### config.mk
export PLATFORM = sky130hd
export DESIGN_NAME = usart_sync_tx
export DESIGN_NICKNAME = d
export VERILOG_FILES = /design/src/rtl/usart_sync_pkg.sv /design/src/rtl/usart_sync_ctrl.sv /design/src/rtl/usart_sync_dp.sv /design/src/rtl/usart_sync_tx.sv
export SDC_FILE = /design/constraint.sdc
export NUM_CORES = 1
export LEC_CHECK = 0
export BUFFER_PORTS_ARGS = -buffer_cell sky130_fd_sc_hd__clkbuf_2
export CAP_MARGIN = 20
export CORE_MARGIN = 2
export CORE_UTILIZATION = 40
export DETAILED_ROUTE_END_ITERATION = 6
export GPL_TIMING_DRIVEN = 0
export PLACE_DENSITY = 0.63
export SLEW_MARGIN = 20
export SYNTH_ARGS = -nofsm -noshare
export SYNTH_HDL_FRONTEND = slang
export SYNTH_HIERARCHICAL = 1
export SYNTH_SLANG_ARGS = --single-unit
### constraint.sdc
create_clock -name clk -period 6.9 [get_ports clk]
set_input_delay 1.035 -clock clk [delete_from_list [all_inputs] [get_ports clk]]
set_output_delay 1.035 -clock clk [all_outputs]
set_load 0.005 [all_outputs]
### src/rtl/usart_sync_pkg.sv
`timescale 1ns/1ps
package usart_sync_pkg;

  localparam int unsigned MAX_BITS = 9;
  localparam int unsigned IDX_W    = $clog2(MAX_BITS + 2);

  typedef enum logic [1:0] {
    EMIT_IDLE,
    EMIT_START,
    EMIT_DATA,
    EMIT_STOP
  } emit_e;

  // strobes from control to datapath, one set per cycle
  typedef struct packed {
    logic             load;   // capture the offered word
    logic             quiet;  // force both pins to idle at once
    emit_e            sel;    // what the data line shows
    logic [IDX_W-1:0] idx;    // data bit shown when sel is EMIT_DATA
    logic             pulse;  // clock pin at its active level
  } strobe_t;

  function automatic logic [IDX_W-1:0] wordBits(input logic [1:0] code);
    case (code)
      2'b01:   return IDX_W'(9);
      2'b10:   return IDX_W'(7);
      default: return IDX_W'(8);
    endcase
  endfunction

endpackage

### src/rtl/usart_sync_ctrl.sv
`timescale 1ns/1ps
module usart_sync_ctrl
  import usart_sync_pkg::*;
#(
  parameter int unsigned DIV_W = 16
) (
  input  logic             clk,
  input  logic             rstN,
  input  logic             enable,
  input  logic             clkOutEn,
  input  logic             cpol,
  input  logic             cpha,
  input  logic             lastPulse,
  input  logic [1:0]       wordLen,
  input  logic [DIV_W-1:0] baudDiv,
  input  logic             inValid,
  output logic             inReady,
  output logic             cpolCfg,
  output strobe_t          strb
);

  localparam int unsigned QW = DIV_W + 2;
  localparam logic [DIV_W-1:0] MIN_DIV = DIV_W'(4);

  // settings frozen while enabled
  logic cfgClkEn, cfgCpol, cfgCpha, cfgLast;

  logic             running;
  logic [DIV_W-1:0] cnt;
  logic [DIV_W-1:0] frameDiv;
  logic [IDX_W-1:0] bitNum;
  logic [IDX_W-1:0] frameBits;
  logic             accept;
  logic             periodEnd;

  logic [QW-1:0]    divW, q1, q3, cntW;
  logic             early, showIdle, dataPeriod, skipLast, inWindow;
  logic [IDX_W-1:0] vb;

  assign inReady   = enable && !running;
  assign accept    = inValid && inReady;
  assign periodEnd = (cnt == frameDiv - DIV_W'(1));
  assign cpolCfg   = cfgCpol;

  always_ff @(posedge clk or negedge rstN) begin
    if (!rstN) begin
      cfgClkEn <= 1'b0;
      cfgCpol  <= 1'b0;
      cfgCpha  <= 1'b0;
      cfgLast  <= 1'b0;
    end else if (!enable) begin
      cfgClkEn <= clkOutEn;
      cfgCpol  <= cpol;
      cfgCpha  <= cpha;
      cfgLast  <= lastPulse;
    end
  end

  always_ff @(posedge clk or negedge rstN) begin
    if (!rstN) begin
      running   <= 1'b0;
      cnt       <= '0;
      bitNum    <= '0;
      frameDiv  <= MIN_DIV;
      frameBits <= IDX_W'(8);
    end else if (!enable) begin
      running <= 1'b0;
      cnt     <= '0;
      bitNum  <= '0;
    end else if (accept) begin
      running   <= 1'b1;
      cnt       <= '0;
      bitNum    <= '0;
      frameDiv  <= (baudDiv < MIN_DIV) ? MIN_DIV : baudDiv;
      frameBits <= wordBits(wordLen);
    end else if (running) begin
      if (periodEnd) begin
        cnt <= '0;
        if (bitNum == frameBits + IDX_W'(1)) begin
          running <= 1'b0;
          bitNum  <= '0;
        end else begin
          bitNum <= bitNum + IDX_W'(1);
        end
      end else begin
        cnt <= cnt + DIV_W'(1);
      end
    end
  end

  // quarter points of the bit period
  always_comb begin
    divW = {2'b00, frameDiv};
    cntW = {2'b00, cnt};
    q1   = divW >> 2;
    q3   = (divW + (divW << 1)) >> 2;
  end

  always_comb begin
    strb       = '0;
    strb.sel   = EMIT_IDLE;
    strb.load  = accept;
    strb.quiet = !enable;

    // second-edge capture: data line lags by a quarter period
    early    = cfgCpha && (cntW < q1);
    vb       = bitNum;
    showIdle = !running;
    if (running && early) begin
      if (bitNum == '0) showIdle = 1'b1;
      else              vb = bitNum - IDX_W'(1);
    end

    if (!showIdle) begin
      if (vb == '0) begin
        strb.sel = EMIT_START;
      end else if (vb <= frameBits) begin
        strb.sel = EMIT_DATA;
        strb.idx = vb - IDX_W'(1);
      end else begin
        strb.sel = EMIT_STOP;
      end
    end

    dataPeriod = (bitNum != '0) && (bitNum <= frameBits);
    skipLast   = (bitNum == frameBits) && !cfgLast;
    inWindow   = (cntW >= q1) && (cntW < q3);
    strb.pulse = running && cfgClkEn && dataPeriod && !skipLast && inWindow;
  end

endmodule

### src/rtl/usart_sync_dp.sv
`timescale 1ns/1ps
module usart_sync_dp
  import usart_sync_pkg::*;
(
  input  logic                clk,
  input  logic                rstN,
  input  strobe_t             strb,
  input  logic [MAX_BITS-1:0] inData,
  input  logic                cpolIn,
  input  logic                cpolCfg,
  output logic                txOut,
  output logic                sclkOut
);

  logic [MAX_BITS-1:0] wordReg;
  logic                txNext, sclkNext;

  always_ff @(posedge clk or negedge rstN) begin
    if (!rstN)          wordReg <= '0;
    else if (strb.load) wordReg <= inData;
  end

  always_comb begin
    case (strb.sel)
      EMIT_START: txNext = 1'b0;
      EMIT_DATA:  txNext = wordReg[strb.idx];
      default:    txNext = 1'b1;
    endcase
    if (strb.quiet) begin
      txNext   = 1'b1;
      sclkNext = cpolIn;
    end else begin
      sclkNext = strb.pulse ? !cpolCfg : cpolCfg;
    end
  end

  // registered pins: no combinational glitches reach the clock pin
  always_ff @(posedge clk or negedge rstN) begin
    if (!rstN) begin
      txOut   <= 1'b1;
      sclkOut <= 1'b0;
    end else begin
      txOut   <= txNext;
      sclkOut <= sclkNext;
    end
  end

endmodule

### src/rtl/usart_sync_tx.sv
`timescale 1ns/1ps
module usart_sync_tx
  import usart_sync_pkg::*;
#(
  parameter int unsigned DIV_W = 16
) (
  input  logic                clk,
  input  logic                rstN,
  input  logic                enable,
  input  logic                clkOutEn,
  input  logic                cpol,
  input  logic                cpha,
  input  logic                lastPulse,
  input  logic [1:0]          wordLen,
  input  logic [DIV_W-1:0]    baudDiv,
  input  logic                inValid,
  input  logic [MAX_BITS-1:0] inData,
  output logic                inReady,
  output logic                txOut,
  output logic                sclkOut
);

  strobe_t strb;
  logic    cpolCfg;

  usart_sync_ctrl #(.DIV_W(DIV_W)) u_ctrl (
    .clk      (clk),
    .rstN     (rstN),
    .enable   (enable),
    .clkOutEn (clkOutEn),
    .cpol     (cpol),
    .cpha     (cpha),
    .lastPulse(lastPulse),
    .wordLen  (wordLen),
    .baudDiv  (baudDiv),
    .inValid  (inValid),
    .inReady  (inReady),
    .cpolCfg  (cpolCfg),
    .strb     (strb)
  );

  usart_sync_dp u_dp (
    .clk    (clk),
    .rstN   (rstN),
    .strb   (strb),
    .inData (inData),
    .cpolIn (cpol),
    .cpolCfg(cpolCfg),
    .txOut  (txOut),
    .sclkOut(sclkOut)
  );

endmodule

# After elaboration in Yosys (flattened, before gate mapping)
# Cells that the tools add are included.
# Widths: inputs -> output; s select.
dict set report classes {
  add_sub_neg 7
  mul 0
  div_mod_pow 0
  order_cmp 7
  n_eq_ne 9
  n_shift 0
  mux 31
  bitwise_logic 0
  reduce_logical 20
}
# operator n
set ops {}
lappend ops {{$mux 16} 5}
lappend ops {{$mux 4} 9}
lappend ops {{$add 16x17->18} 1}
lappend ops {{$add 16x1->16 const B} 1}
lappend ops {{$eq 16x16->1} 1}
lappend ops {{$ge 16x14->1} 1}
lappend ops {{$lt 16x14->1} 1}
lappend ops {{$lt 16x16->1} 1}
lappend ops {{$lt 16x3->1 const B} 1}
lappend ops {{$sub 16x1->16 const B} 1}
lappend ops {{$mux 1} 12}
lappend ops {{$logic_and 1x1->1} 11}
lappend ops {{$add 4x1->4 const B} 2}
lappend ops {{$eq 4x4->1} 2}
lappend ops {{$le 4x4->1} 2}
lappend ops {{$logic_not 4->1} 2}
lappend ops {{$pmux 4 s2} 1}
lappend ops {{$sub 4x1->4 const B} 2}
lappend ops {{$mux 6} 1}
lappend ops {{$ne 3x1->1 const B} 2}
lappend ops {{$lt 4x5->1 const B} 1}
lappend ops {{$bmux 1 s4} 1}
lappend ops {{$eq 2x1->1 const B} 2}
lappend ops {{$eq 2x2->1 const B} 2}
lappend ops {{other kinds (5)} 9}
dict set report word_totals {
  ff_bits 56
  latchBits 0
  mem_bits_rw 0
  romBits 0
  inputBits 35
  mem_count 0
}

# Logic depth before layout (Yosys ltp)
dict set report logic_depth {
  depth_word 12
  depth_mapped 19
  mapped_depth_nobuf 19
}

# Hierarchy
# Netlist, hierarchy kept.
# mod instances cells_each area_each_um2 seq_area_each_um2
set modules_own_cells {}
lappend modules_own_cells {usart_sync_ctrl 1 539 4600.7 1103.6}
lappend modules_own_cells {usart_sync_dp 1 33 500.5 276.5}

# Worst setup path before layout
# Ideal clock, no wire load.
dict set report synth_path {
  path_kind {reg-to-reg}
  start {register u_ctrl.frameDiv[14]}
  end {register u_dp.txOut}
  setup_ns 0.083
  arrival_time_ns 4.974
  required_time_ns 6.817
  slack_ns 1.842
  stages_incl_launch_ff 20
  n_path_buf 0
  synth_period_minus_slack_ns 5.058
  path_cell_list {dfrtp_1 -> inv_1 -> ha_1 -> nand4_1 -> or4_1 -> a21o_1 -> nand3_1 -> nor2_1 -> mux2i_1 -> ha_1 -> nor2b_1 -> o21ai_0 -> a21oi_1 -> nor4b_1 -> a221o_1 -> or4b_4 -> nor2b_1 -> mux4_1 -> mux2_2 -> a221o_1}
}
# item line_no
set synth_lines {}
lappend synth_lines {{start, declared} usart_sync_ctrl.sv:30} ;# logic [DIV_W-1:0] frameDiv;
lappend synth_lines {{start signal, assigned} usart_sync_ctrl.sv:74} ;# frameDiv <= (baudDiv < MIN_DIV) ? MIN_DIV : baudDiv;
lappend synth_lines {{end signal, assigned} usart_sync_dp.sv:43} ;# txOut <= txNext;
lappend synth_lines {{end, declared} usart_sync_dp.sv:11} ;# output logic txOut,

==> results_dict.tcl <==
set metrics [dict create \
    seq_area_frac_synth 0.271 \
    async_reset_ff_frac 1.00 \
    leakage_nw 2.59 \
    routed_wl_um 12500 \
    drt_iter0_drc 230 \
    wl_met2_um 5730 \
    period_needed_ns 5.89 \
    path_cells "inv_1 -> ha_1 -> nand4_1 -> or4_1 -> a21o_1 -> nand3_1 -> nor2_1 -> mux2i_1 -> ha_1 -> nor2b_1 -> o21ai_0 -> a21oi_1 -> nor4b_1 -> a221o_1 -> or4b_4 -> nor2b_1 -> mux4_1 -> mux2_2 -> a221o_1" \
    n_antenna_cell 0 \
    yosysUniqueCellTypes 65 \
    place_area_um2 5500 \
    critPathTopFamily "simple AND/OR/NAND/NOR gates" \
    htree_levels 2 \
    cts-buffers-inserted 5 \
    grt_overflow 0 \
    tns_ns 0 \
    critPathKind "flop to flop" \
    root_buffer "clkbuf_16" \
    yosysWarnings 6 \
    instances_no_fill 788 \
    ioPinCount 38 \
    end_kind "flop" \
    pwr_density_cell_nw_per_um2 222 \
    synth_edf_count 0 \
    path_buf_inv 1 \
    clk_latency_ns 0.30 \
    rows 41 \
    p_sw_mw 0.508 \
    clock_power_share 0.216 \
    core_um2 12500 \
    pre_cts_ws_ns 1.11 \
    syn_avg_cell_area_um2 8.92 \
    vias 4339 \
    hpwl_um 10000 \
    drv_cap 0 \
    die_height_um 117 \
    antenna_found_initial 0 \
    dieArea_um2 13700 \
    cts.sinks 55 \
    route.layer.met1.wl_um 5990 \
    die_w_um 117 \
    hold_path_class "flop to flop" \
    max_stage_delay_ns 0.59 \
    max-vdd-ir-drop_uv 137 \
    worst_pin_slew_ns 0.888 \
    num-nets-final 730 \
    io_buffers 36 \
    grt_pass1_wl_um 20500 \
    p_int_mw 0.746 \
    relSlewSlack 0.393 \
    swShare 0.405 \
    vias_per_cell 5.51 \
    wl_met3_um 485 \
    worstPathArrival_ns 6.12 \
    syn_area_um2 5100 \
    ys_seq_elements 55 \
    initial_utilization 0.408 \
    status "complete, no violations" \
    synth_cells 572 \
    grt_max_degree 56 \
    globalplace.congestion 0.873 \
    hold_buffers 0 \
    final-setup-viol-count 0 \
    drive_above_1_share 0.119 \
    grt_util_all_layers 0.192 \
    dp_cells 780 \
    p_comb_frac 0.458 \
    wl_per_cell_um 15.8 \
    postCtsSetupRepairBufs 0 \
    setup_ws_ns 1.01 \
    critPathSlowestCell "or4_1" \
    crit_path_max_fanout 5 \
    timing.fmax_ghz 0.170 \
    seqPwrFrac 0.326 \
    rsz0062_at_grt "false" \
    routed.top_layer "met4" \
    cts-resized-gates 0 \
    period_share 0.853 \
    clock_path_buffers 2 \
    cts_tree "yes" \
    cp-start-kind "flop" \
    synthFlopType "dfrtp_1" \
    fin_area_um2 5650 \
    synth_nets 687 \
    cp.required_ns 7.13 \
    firstDrtPassIters 5 \
    path_clk_slew_ns 0.08 \
    fin_skew_ns 0.00819 \
    area_growth_pct 10.7 \
    drv_slew 0 \
    hold_viol 0 \
    power_mw 1.25 \
    drc_errors 0 \
    ant_nets 0 \
    grt_pass1_vias 4079 \
]
[per-layer routing]
metal,vias to the layer above,track usage
li1,2140,-
met1,2084,0.273
met2,96,0.308
met3,19,0.0257
met4,0,0.0549
met5,-,0
[synthesized netlist by cell type (3+ instances only)]
cell type,instances,share of area
a21boi_0,3,0.0044
a21o_1,7,0.010
a21oi_1,20,0.020
a31oi_1,8,0.0098
and3_1,8,0.0098
clkbuf_1,8,0.0059
dfrtp_1,52,0.26
dfstp_2,3,0.015
ha_1,79,0.19
inv_1,41,0.030
mux2_2,15,0.033
mux2i_1,4,0.0078
nand2_1,47,0.035
nand2b_1,8,0.0098
nand3_1,22,0.022
nand4_1,12,0.015
nor2_1,38,0.028
nor2b_1,11,0.013
nor3_1,11,0.011
nor4_1,3,0.0037
o211ai_1,4,0.0059
o21a_1,5,0.0074
o21ai_0,41,0.040
o22ai_1,3,0.0037
o31ai_1,3,0.0044
or3_1,6,0.0074
or4_1,3,0.0044
xnor2_1,31,0.053
xor2_1,29,0.050
[path summary, 6_finish.rpt]
kind,start,end,slack [ns],cells past startpoint
min,u_dp/wordReg[3]$_DFFE_PN0P_,u_dp/wordReg[3]$_DFFE_PN0P_,0.51,1
min in group asynchronous,rstN,u_ctrl/frameDiv[3]$_DFFE_PN0P_,0.83,1
max reg2reg,u_ctrl/frameDiv[14]$_DFFE_PN0P_,u_dp/txOut$_DFF_PN1_,1.01,19
min reg2reg,u_dp/wordReg[3]$_DFFE_PN0P_,u_dp/wordReg[3]$_DFFE_PN0P_,0.51,1
max in group asynchronous,rstN,u_ctrl/cfgClkEn$_DFFE_PN0N_,5.56,1
max,u_ctrl/frameDiv[14]$_DFFE_PN0P_,u_dp/txOut$_DFF_PN1_,1.01,19
[state kept, by name, indices dropped and copies added, names as in the netlist]
register	cells
u_dp/wordReg	9
u_ctrl/frameBits	3
u_dp/txOut	1
u_ctrl/frameDiv	16
u_ctrl/bitNum	4
u_ctrl/cfgCpha	1
u_ctrl/running	1
u_ctrl/cfgLast	1
u_ctrl/cpolCfg	1
u_ctrl/cnt	16
u_dp/sclkOut	1
u_ctrl/cfgClkEn	1
[kinds of logic after synthesis]
family / count (synthesis) / share of synthesized area
simple gates: 184 / 0.186
fa+ha+maj: 80 / 0.198
mux: 21 / 0.0513
xor+xnor: 60 / 0.103
buf+inv: 51 / 0.0385
flops: 55 / 0.271
compound gates: 121 / 0.153
[layout by cell type, fill, tap and decap left out, types with 4 or more instances in the layout]
cell type / netlist / final
ha_1: 79 / 79
dfrtp_1: 52 / 52
nand2_1: 47 / 47
o21ai_0: 41 / 41
inv_1: 41 / 41
nor2_1: 38 / 38
clkbuf_2: 0 / 35
xnor2_1: 31 / 31
xor2_1: 29 / 29
nand3_1: 22 / 22
a21oi_1: 20 / 20
mux2_2: 15 / 15
nand4_1: 12 / 12
nor2b_1: 11 / 11
nor3_1: 11 / 11
clkbuf_1: 8 / 8
and3_1: 8 / 8
nand2b_1: 8 / 8
a31oi_1: 8 / 8
a21o_1: 7 / 7
or3_1: 6 / 6
clkbuf_16: 0 / 5
o21a_1: 5 / 5
o211ai_1: 4 / 4
mux2i_1: 4 / 4
[power by group through the flow]
stage,clock network (mW),logic [mW],registers [mW]
after floorplan,0,0.433,0.399
after global placement,0,0.552,0.414
after detailed placement,0,0.568,0.415
after CTS,0.278,0.573,0.409
after global routing,0.288,0.645,0.415
final,0.271,0.575,0.409
[per-stage QoR]
step | hold WS [ns] | util
floorplan | 0.472 | -
global placement | 0.483 | 0.439
detailed placement | 0.492 | 0.439
CTS | 0.511 | 0.451
global route | 0.524 | 0.451
finish | 0.505 | 0.451
[area by class of cell]
class                   count  area (µm²)
clock inverters             3        25.0
repair buffers             36         183
clock buffers               5         125
inverters                  41         154
fillers                  1259        6870
well taps                 172         215
plain buffers              10        42.5
flip-flops and latches     55        1380
multi-input cells         466        3520
Note: power is estimated with default switching activity, not from simulation.
